==> src/rtl/iq_pkg.sv <==
package iq_pkg;
    localparam int IQ_SEQ_W = 8;
    localparam int IQ_TAG_W = 6;
    localparam int IQ_CLS_W = 2;
    localparam int IQ_NSRC  = 2;
    localparam int IQ_NCLS  = 1 << IQ_CLS_W;

    typedef logic [IQ_SEQ_W-1:0] seq_t;
    typedef logic [IQ_TAG_W-1:0] tag_t;
    typedef logic [IQ_CLS_W-1:0] cls_t;

    typedef struct packed {
        logic                    vld;
        logic                    infl;
        seq_t                    seq;
        cls_t                    cls;
        tag_t [IQ_NSRC-1:0]      tag;
        logic [IQ_NSRC-1:0]      rdy;
    } iq_entry_t;
endpackage

==> src/rtl/iq_free_finder.sv <==
module iq_free_finder #(
    parameter int DEPTH = 24,
    parameter int NSLOT = 2,
    parameter int IDX_W = $clog2(DEPTH)
) (
    input  logic [DEPTH-1:0]            used_i,
    output logic [NSLOT-1:0]            found_o,
    output logic [NSLOT-1:0][IDX_W-1:0] idx_o
);
    logic [DEPTH-1:0] avail;

    always_comb begin
        avail   = ~used_i;
        found_o = '0;
        idx_o   = '0;
        for (int k = 0; k < NSLOT; k++) begin
            for (int i = 0; i < DEPTH; i++) begin
                if (avail[i] && !found_o[k]) begin
                    found_o[k] = 1'b1;
                    idx_o[k]   = IDX_W'(i);
                end
            end
            if (found_o[k]) begin
                avail[idx_o[k]] = 1'b0;
            end
        end
    end
endmodule

==> src/rtl/iq_age_picker.sv <==
module iq_age_picker #(
    parameter int DEPTH = 24,
    parameter int IDX_W = $clog2(DEPTH),
    parameter int SEQ_W = 8
) (
    input  logic [DEPTH-1:0]            elig_i,
    input  logic [DEPTH-1:0][SEQ_W-1:0] seq_i,
    output logic                        found_o,
    output logic [IDX_W-1:0]            idx_o
);
    logic [SEQ_W-1:0] best;

    always_comb begin
        found_o = 1'b0;
        idx_o   = '0;
        best    = '1;
        for (int i = 0; i < DEPTH; i++) begin
            if (elig_i[i] && (!found_o || seq_i[i] < best)) begin
                found_o = 1'b1;
                idx_o   = IDX_W'(i);
                best    = seq_i[i];
            end
        end
    end
endmodule

==> src/rtl/iss_queue.sv <==
module iss_queue
    import iq_pkg::*;
#(
    parameter int DEPTH = 24,
    parameter int NINS  = 2,
    parameter int NPORT = 2,
    parameter int NWAKE = 2,
    parameter logic [NPORT*IQ_NCLS-1:0] PORT_MASKS = '1
) (
    input  logic                            clk_i,
    input  logic                            rst_ni,
    input  logic [NINS-1:0]                 ins_valid_i,
    input  logic [NINS*IQ_SEQ_W-1:0]        ins_seq_i,
    input  logic [NINS*IQ_CLS_W-1:0]        ins_cls_i,
    input  logic [NINS*IQ_NSRC*IQ_TAG_W-1:0] ins_tag_i,
    input  logic [NINS*IQ_NSRC-1:0]         ins_sb_rdy_i,
    input  logic [NINS*IQ_NSRC-1:0]         ins_spec_rdy_i,
    output logic                            full_o,
    input  logic [NWAKE-1:0]                wake_valid_i,
    input  logic [NWAKE*IQ_TAG_W-1:0]       wake_tag_i,
    input  logic [NPORT-1:0]                port_busy_i,
    input  logic [NPORT-1:0]                cancel_i,
    output logic [NPORT-1:0]                iss_valid_o,
    output logic [NPORT*IQ_SEQ_W-1:0]       iss_seq_o,
    output logic [NPORT*IQ_CLS_W-1:0]       iss_cls_o,
    input  logic                            squash_i,
    input  logic [IQ_SEQ_W-1:0]             squash_seq_i
);
    localparam int IDX_W = $clog2(DEPTH);

    function automatic bit masks_same();
        bit same = 1'b1;
        for (int p = 1; p < NPORT; p++) begin
            if (PORT_MASKS[p*IQ_NCLS +: IQ_NCLS] != PORT_MASKS[0 +: IQ_NCLS]) same = 1'b0;
        end
        return same;
    endfunction

    localparam bit SHARED = masks_same();

    typedef struct packed {
        iq_entry_t [DEPTH-1:0]          ent;
        logic [NPORT-1:0]               pick_v;
        logic [NPORT-1:0][IDX_W-1:0]    pick_idx;
    } state_t;

    state_t q_q, q_d;

    logic [DEPTH-1:0]                 vld_vec;
    logic [DEPTH-1:0]                 kill_vec;
    logic [DEPTH-1:0]                 base_elig;
    logic [DEPTH-1:0][IQ_NSRC-1:0]    rdy_eff;
    logic [DEPTH-1:0][IQ_SEQ_W-1:0]   seq_vec;
    logic [NINS-1:0]                  free_f;
    logic [NINS-1:0][IDX_W-1:0]       free_i;
    logic [NPORT-1:0]                 pick_f;
    logic [NPORT-1:0][IDX_W-1:0]      pick_i;
    logic [NPORT-1:0][DEPTH-1:0]      excl;
    logic [NPORT-1:0][DEPTH-1:0]      cand;

    // Per-entry readiness including this cycle's wakeups
    always_comb begin : ready_calc
        for (int i = 0; i < DEPTH; i++) begin
            vld_vec[i]  = q_q.ent[i].vld;
            seq_vec[i]  = q_q.ent[i].seq;
            kill_vec[i] = squash_i && (q_q.ent[i].seq > squash_seq_i);
            for (int s = 0; s < IQ_NSRC; s++) begin
                rdy_eff[i][s] = q_q.ent[i].rdy[s];
                for (int w = 0; w < NWAKE; w++) begin
                    if (wake_valid_i[w] &&
                        wake_tag_i[w*IQ_TAG_W +: IQ_TAG_W] == q_q.ent[i].tag[s]) begin
                        rdy_eff[i][s] = 1'b1;
                    end
                end
            end
            base_elig[i] = q_q.ent[i].vld && !q_q.ent[i].infl &&
                           (&rdy_eff[i]) && !kill_vec[i];
        end
    end

    iq_free_finder #(.DEPTH(DEPTH), .NSLOT(NINS), .IDX_W(IDX_W)) u_free (
        .used_i  (vld_vec),
        .found_o (free_f),
        .idx_o   (free_i)
    );

    for (genvar p = 0; p < NPORT; p++) begin : g_port
        if (p == 0) begin : g_first
            assign excl[p] = '0;
        end else begin : g_rest
            assign excl[p] = excl[p-1] |
                             (pick_f[p-1] ? (DEPTH'(1) << pick_i[p-1]) : '0);
        end

        if (SHARED) begin : g_pool_shared
            assign cand[p] = base_elig & ~excl[p];
        end else begin : g_pool_split
            logic [DEPTH-1:0] cls_ok;
            for (genvar i = 0; i < DEPTH; i++) begin : g_cls
                assign cls_ok[i] = PORT_MASKS[p*IQ_NCLS + int'(q_q.ent[i].cls)];
            end
            assign cand[p] = base_elig & cls_ok & ~excl[p];
        end

        iq_age_picker #(.DEPTH(DEPTH), .IDX_W(IDX_W), .SEQ_W(IQ_SEQ_W)) u_pick (
            .elig_i  (cand[p]),
            .seq_i   (seq_vec),
            .found_o (pick_f[p]),
            .idx_o   (pick_i[p])
        );
    end

    always_comb begin : next_state
        int unsigned nth;
        logic [IDX_W-1:0] slot;
        logic r;
        q_d         = q_q;
        iss_valid_o = '0;
        nth         = 0;
        slot        = '0;
        r           = 1'b0;
        full_o      = $countones(ins_valid_i) > (DEPTH - $countones(vld_vec));

        // issue stage: present or put back for retry
        for (int p = 0; p < NPORT; p++) begin
            iss_seq_o[p*IQ_SEQ_W +: IQ_SEQ_W] = q_q.ent[q_q.pick_idx[p]].seq;
            iss_cls_o[p*IQ_CLS_W +: IQ_CLS_W] = q_q.ent[q_q.pick_idx[p]].cls;
            if (q_q.pick_v[p]) begin
                if (!port_busy_i[p] && !cancel_i[p] && !kill_vec[q_q.pick_idx[p]]) begin
                    iss_valid_o[p]                 = 1'b1;
                    q_d.ent[q_q.pick_idx[p]].vld   = 1'b0;
                end
                q_d.ent[q_q.pick_idx[p]].infl = 1'b0;
            end
        end

        // wakeup and squash on stored entries
        for (int i = 0; i < DEPTH; i++) begin
            q_d.ent[i].rdy = rdy_eff[i];
            if (kill_vec[i]) begin
                q_d.ent[i].vld  = 1'b0;
                q_d.ent[i].infl = 1'b0;
            end
        end

        // select stage
        for (int p = 0; p < NPORT; p++) begin
            q_d.pick_v[p]   = pick_f[p];
            q_d.pick_idx[p] = pick_i[p];
            if (pick_f[p]) q_d.ent[pick_i[p]].infl = 1'b1;
        end

        // allocation
        if (!full_o && !squash_i) begin
            for (int k = 0; k < NINS; k++) begin
                if (ins_valid_i[k]) begin
                    if (free_f[nth]) begin
                        slot = free_i[nth];
                        q_d.ent[slot].vld  = 1'b1;
                        q_d.ent[slot].infl = 1'b0;
                        q_d.ent[slot].seq  = ins_seq_i[k*IQ_SEQ_W +: IQ_SEQ_W];
                        q_d.ent[slot].cls  = ins_cls_i[k*IQ_CLS_W +: IQ_CLS_W];
                        for (int s = 0; s < IQ_NSRC; s++) begin
                            q_d.ent[slot].tag[s] = ins_tag_i[(k*IQ_NSRC+s)*IQ_TAG_W +: IQ_TAG_W];
                            r = ins_sb_rdy_i[k*IQ_NSRC+s] | ins_spec_rdy_i[k*IQ_NSRC+s];
                            for (int w = 0; w < NWAKE; w++) begin
                                if (wake_valid_i[w] &&
                                    wake_tag_i[w*IQ_TAG_W +: IQ_TAG_W] ==
                                    ins_tag_i[(k*IQ_NSRC+s)*IQ_TAG_W +: IQ_TAG_W]) r = 1'b1;
                            end
                            q_d.ent[slot].rdy[s] = r;
                        end
                    end
                    nth = nth + 1;
                end
            end
        end
    end

    always_ff @(posedge clk_i) begin
        if (!rst_ni) q_q <= '0;
        else         q_q <= q_d;
    end


    if (NPORT > 1) begin : g_dup
        no_dup_issue_chk: assert property (@(posedge clk_i) disable iff (!rst_ni)
            (iss_valid_o[0] && iss_valid_o[1]) |-> (q_q.pick_idx[0] != q_q.pick_idx[1]));
    end


    full_hold_chk: assert property (@(posedge clk_i) disable iff (!rst_ni)
        full_o |=> ($countones(vld_vec) <= $past($countones(vld_vec))));

    for (genvar p = 0; p < NPORT; p++) begin : g_retry_chk

        retry_keep_chk: assert property (@(posedge clk_i) disable iff (!rst_ni)
            (q_q.pick_v[p] && (port_busy_i[p] || cancel_i[p]) && !squash_i)
            |=> vld_vec[$past(q_q.pick_idx[p])]);
    end

    for (genvar i = 0; i < DEPTH; i++) begin : g_sq_chk

        squash_drop_chk: assert property (@(posedge clk_i) disable iff (!rst_ni)
            (squash_i && vld_vec[i] && (q_q.ent[i].seq > squash_seq_i)) |=> !vld_vec[i]);
    end
endmodule

==> config.mk <==
export PLATFORM = sky130hd
export DESIGN_NAME = iss_queue
export DESIGN_NICKNAME = d
export VERILOG_FILES = /design/src/rtl/iq_pkg.sv /design/src/rtl/iq_free_finder.sv /design/src/rtl/iq_age_picker.sv /design/src/rtl/iss_queue.sv
export SDC_FILE = /design/constraint.sdc
export NUM_CORES = 2
export LEC_CHECK = 0
export BUFFER_PORTS_ARGS = -buffer_cell sky130_fd_sc_hd__buf_2
export CAP_MARGIN = 10
export CORE_MARGIN = 2
export CORE_UTILIZATION = 60
export DETAILED_ROUTE_END_ITERATION = 7
export GPL_TIMING_DRIVEN = 1
export PLACE_DENSITY = 0.76
export SLEW_MARGIN = 20
export SYNTH_ARGS = -nofsm -noshare
export SYNTH_HDL_FRONTEND = slang
export SYNTH_SLANG_ARGS = --single-unit
==> constraint.sdc <==
create_clock -name clk_i -period 252 [get_ports clk_i]
set_input_delay 25.2 -clock clk_i [delete_from_list [all_inputs] [get_ports clk_i]]
set_output_delay 25.2 -clock clk_i [all_outputs]
set_load 0.05 [all_outputs]
==> out/metrics.cfg <==
[setup_path]
crit_type=in2reg
reg2reg_slack_ns=144.14
cp.arrival_ns=132.94
required_ns=252.52
crit_top_cell=a21oi_1
crit_family=compound AO/OA/AOI/OAI gates
endpoint_kind=flop
crit_fanout=24
slowest_stage=o211ai_1
path_buf_inv=36
max_stage_delay_ns=0.77
crit_path_start_kind=input port

[timing]
rsz0062_at_grt=false
tns_ns=0
min_period_over_period_pct=52.5
drv_slew=0
hold_viol_final=0
worst_pin_slew_ns=1.25
setup_slack_ns=119.58
setup_viol=0
fin_worst_skew_ns=0.0432
fmax_mhz=7.55
slew_headroom_pct=16.8
fin_crit_ns=132.42

[floorplan]
core_area_sq_um=102000
ios=106
die-width_um=324
start_util_pct=60.4
rows=117
dieArea_sq_um=105000
die_height_um=324

[grt]
antenna_found_initial=12
grt_start_max_net_pins=155
grt_pass1_vias=64200
globalRoute.totalOverflow=0
grt_pass1_wl_um=421000
grt_usage_pct=53.4

[power]
leakagePower_nw=27.2
p_total_mw=0.266
peakVddDrop_mv=0.00572
powerDensity_nw_per_um2=4.12
pwr-share-clk_pct=42.9
p_int_mw=0.179
seqPwrFrac_pct=39.6
combPwrFrac_pct=17.5
power.switching_mw=0.0874
sw_frac_of_total_pct=32.8

[status]
status=complete, but fails checks
violations=design-rule violations

[worst_hold_path]
hp-class=reg2reg

[clock_tree]
cts_tree=built
clockBufferDepth=3
insertion_delay_ns=0.69
root_buffer=clkbuf_16
cts_buffers=73
postCtsSetupBuffers=0
cts.sinks=636
cts_hold_buf=0
cts_max_level=3
clkTransAtPathRegs_ns=0.06
cts_resized=0

[final_layout]
largest_reg_flops=636
final.fill_count=8977
largest_register=q_q
layout_commonest_cell=a21oi_1
fin_util_pct=63.5
drive_gt1_share_pct=10.2
finalNetCount=8036
area_growth_pct=5.20
top_regs=q_q: 636 flops
final_cells=8909
mostFrequentLayoutCells=823 x a21oi_1, 805 x o21ai_0, 632 x dfxtp_1, 583 x o22ai_1, 452 x ha_1

[place]
gp_congestion=1.10
dp_hpwl_um=195000
dpl_worst_slack_ns=122.03
dp_cells=8775
io_buffers=105

[flow_run]
max_cap_violations=0

[detailed_routing]
postRouteAntennaNets=0
routed_wirelength_um=292000
avgViaCountPerCell=7.80
dr_total_vias=69500
wl_per_cell_um=32.7
dr.pass1.iters=8
first_iter_violations=12100
drc=126

[logic_synthesis]
synth_seq_area_share_pct=20.8
synth_edf_count=0
ys_async_sr_fraction_pct=0
ys_seq_elements=636
postSynthCellCount=7818
synth_cell_types=156
synth_fp_nets=8371
synth_area_sq_um=61300
yosysWarnings=0
synth_flop_cell=dfxtp_1
syn_avg_cell_area_sq_um=7.84

worst reg2reg max path: cells and delay by family (launching register included):
family | cells | cell delay (ns)
buffers and inverters | 33 | 4.20
multiplexers | 14 | 4.81
AO/OA/AOI/OAI | 240 | 53.42
AND/OR/NAND/NOR | 141 | 30.64
flip-flops | 1 | 0.72
adder cells (fa/ha/maj) | 47 | 13.98
final timing paths:
kind / start / to / depth (start not counted)
hold reg to reg: q_q[582]$_SDFF_PN0_ / q_q[582]$_SDFF_PN0_ / 2
setup / recovery: squash_seq_i[1] / q_q[88]$_SDFF_PN0_ / 478
setup reg to reg: q_q[30]$_SDFFE_PN0P_ / q_q[88]$_SDFF_PN0_ / 475
hold / removal: q_q[582]$_SDFF_PN0_ / q_q[582]$_SDFF_PN0_ / 2
per-stage QoR:
stage                     hold WS (ns)  cell area, sq um
final                            0.548             64500
after global routing             0.559             64500
after CTS                        0.545             64500
after detailed placement         0.528             62000
after global placement           0.516             62000
after floorplan                  0.463             61300
synth_stat cells, types with 29 or more instances:
cell type	count	area share (%)
a21o_1	117	1.4
nor2_1	356	2.2
o21a_1	47	0.58
a211oi_1	54	0.66
and2_1	45	0.46
buf_2	33	0.27
buf_1	104	0.64
o22ai_1	583	5.9
mux2i_1	87	1.4
maj3_1	29	0.47
a22oi_1	100	1.2
nand4_1	194	2.0
nand2_1	404	2.5
nand2b_1	61	0.62
dfxtp_1	636	21
o211ai_1	39	0.48
buf_6	33	0.61
nor3_1	127	1.0
nor4_1	123	1.3
nand3_1	106	0.87
and3_1	29	0.30
xnor2_1	325	4.6
a221oi_1	78	1.1
mux4_2	130	4.8
a31oi_1	40	0.41
buf_4	42	0.51
nor2b_1	71	0.72
ha_1	452	9.2
xor2_1	323	4.6
clkbuf_1	470	2.9
inv_1	302	1.8
o21ai_0	805	6.6
a21oi_1	838	6.8
cell type report:
class,count,area [sq um],area share (%)
Clock inverter,26,317,0.491
Timing Repair Buffer,289,1980,3.07
Clock buffer,105,2160,3.35
Sequential cell,636,12700,19.8
Inverter,310,1170,1.81
Tap cell,1368,1710,2.65
Antenna cell,2,5.00,0.00776
Multi-Input combinational cell,6173,44400,68.9
power by group through the flow:
stage,registers [mW],logic [mW],clock network (mW)
detailed placement,0.107,0.0429,0
global route,0.105,0.0476,0.116
floorplan,0.106,0.0288,0
finish,0.105,0.0466,0.114
global placement,0.107,0.0422,0
CTS,0.105,0.0431,0.112
cells by family (layout without fill, tap and decap cells):
group / after synthesis / after routing / share of synthesized area, %
muxes: 262 / 262 / 7.10
and+or+nand+nor: 1700 / 1700 / 14.4
buffers and inverters: 1009 / 730 / 7.09
adders and majority gates: 503 / 503 / 10.4
AOI/OAI and AO/OA: 3059 / 3059 / 31.0
DFF: 636 / 636 / 20.8
xor gates and xnor gates: 649 / 649 / 9.28
other: 0 / 2 / 0
metal layers:
| layer | part of all wire, % | global-route usage (%) | vias to the layer above |
|---|---|---|---|
| met5 | 0.056 | 0.972 | - |
| met4 | 9.3 | 39.8 | 20 |
| met3 | 17 | 21.6 | 1927 |
| met2 | 39 | 74.8 | 6423 |
| met1 | 35 | 65.4 | 32400 |
| li1 | - | - | 28700 |
No activity file was read; power rests on OpenSTA's default activity.
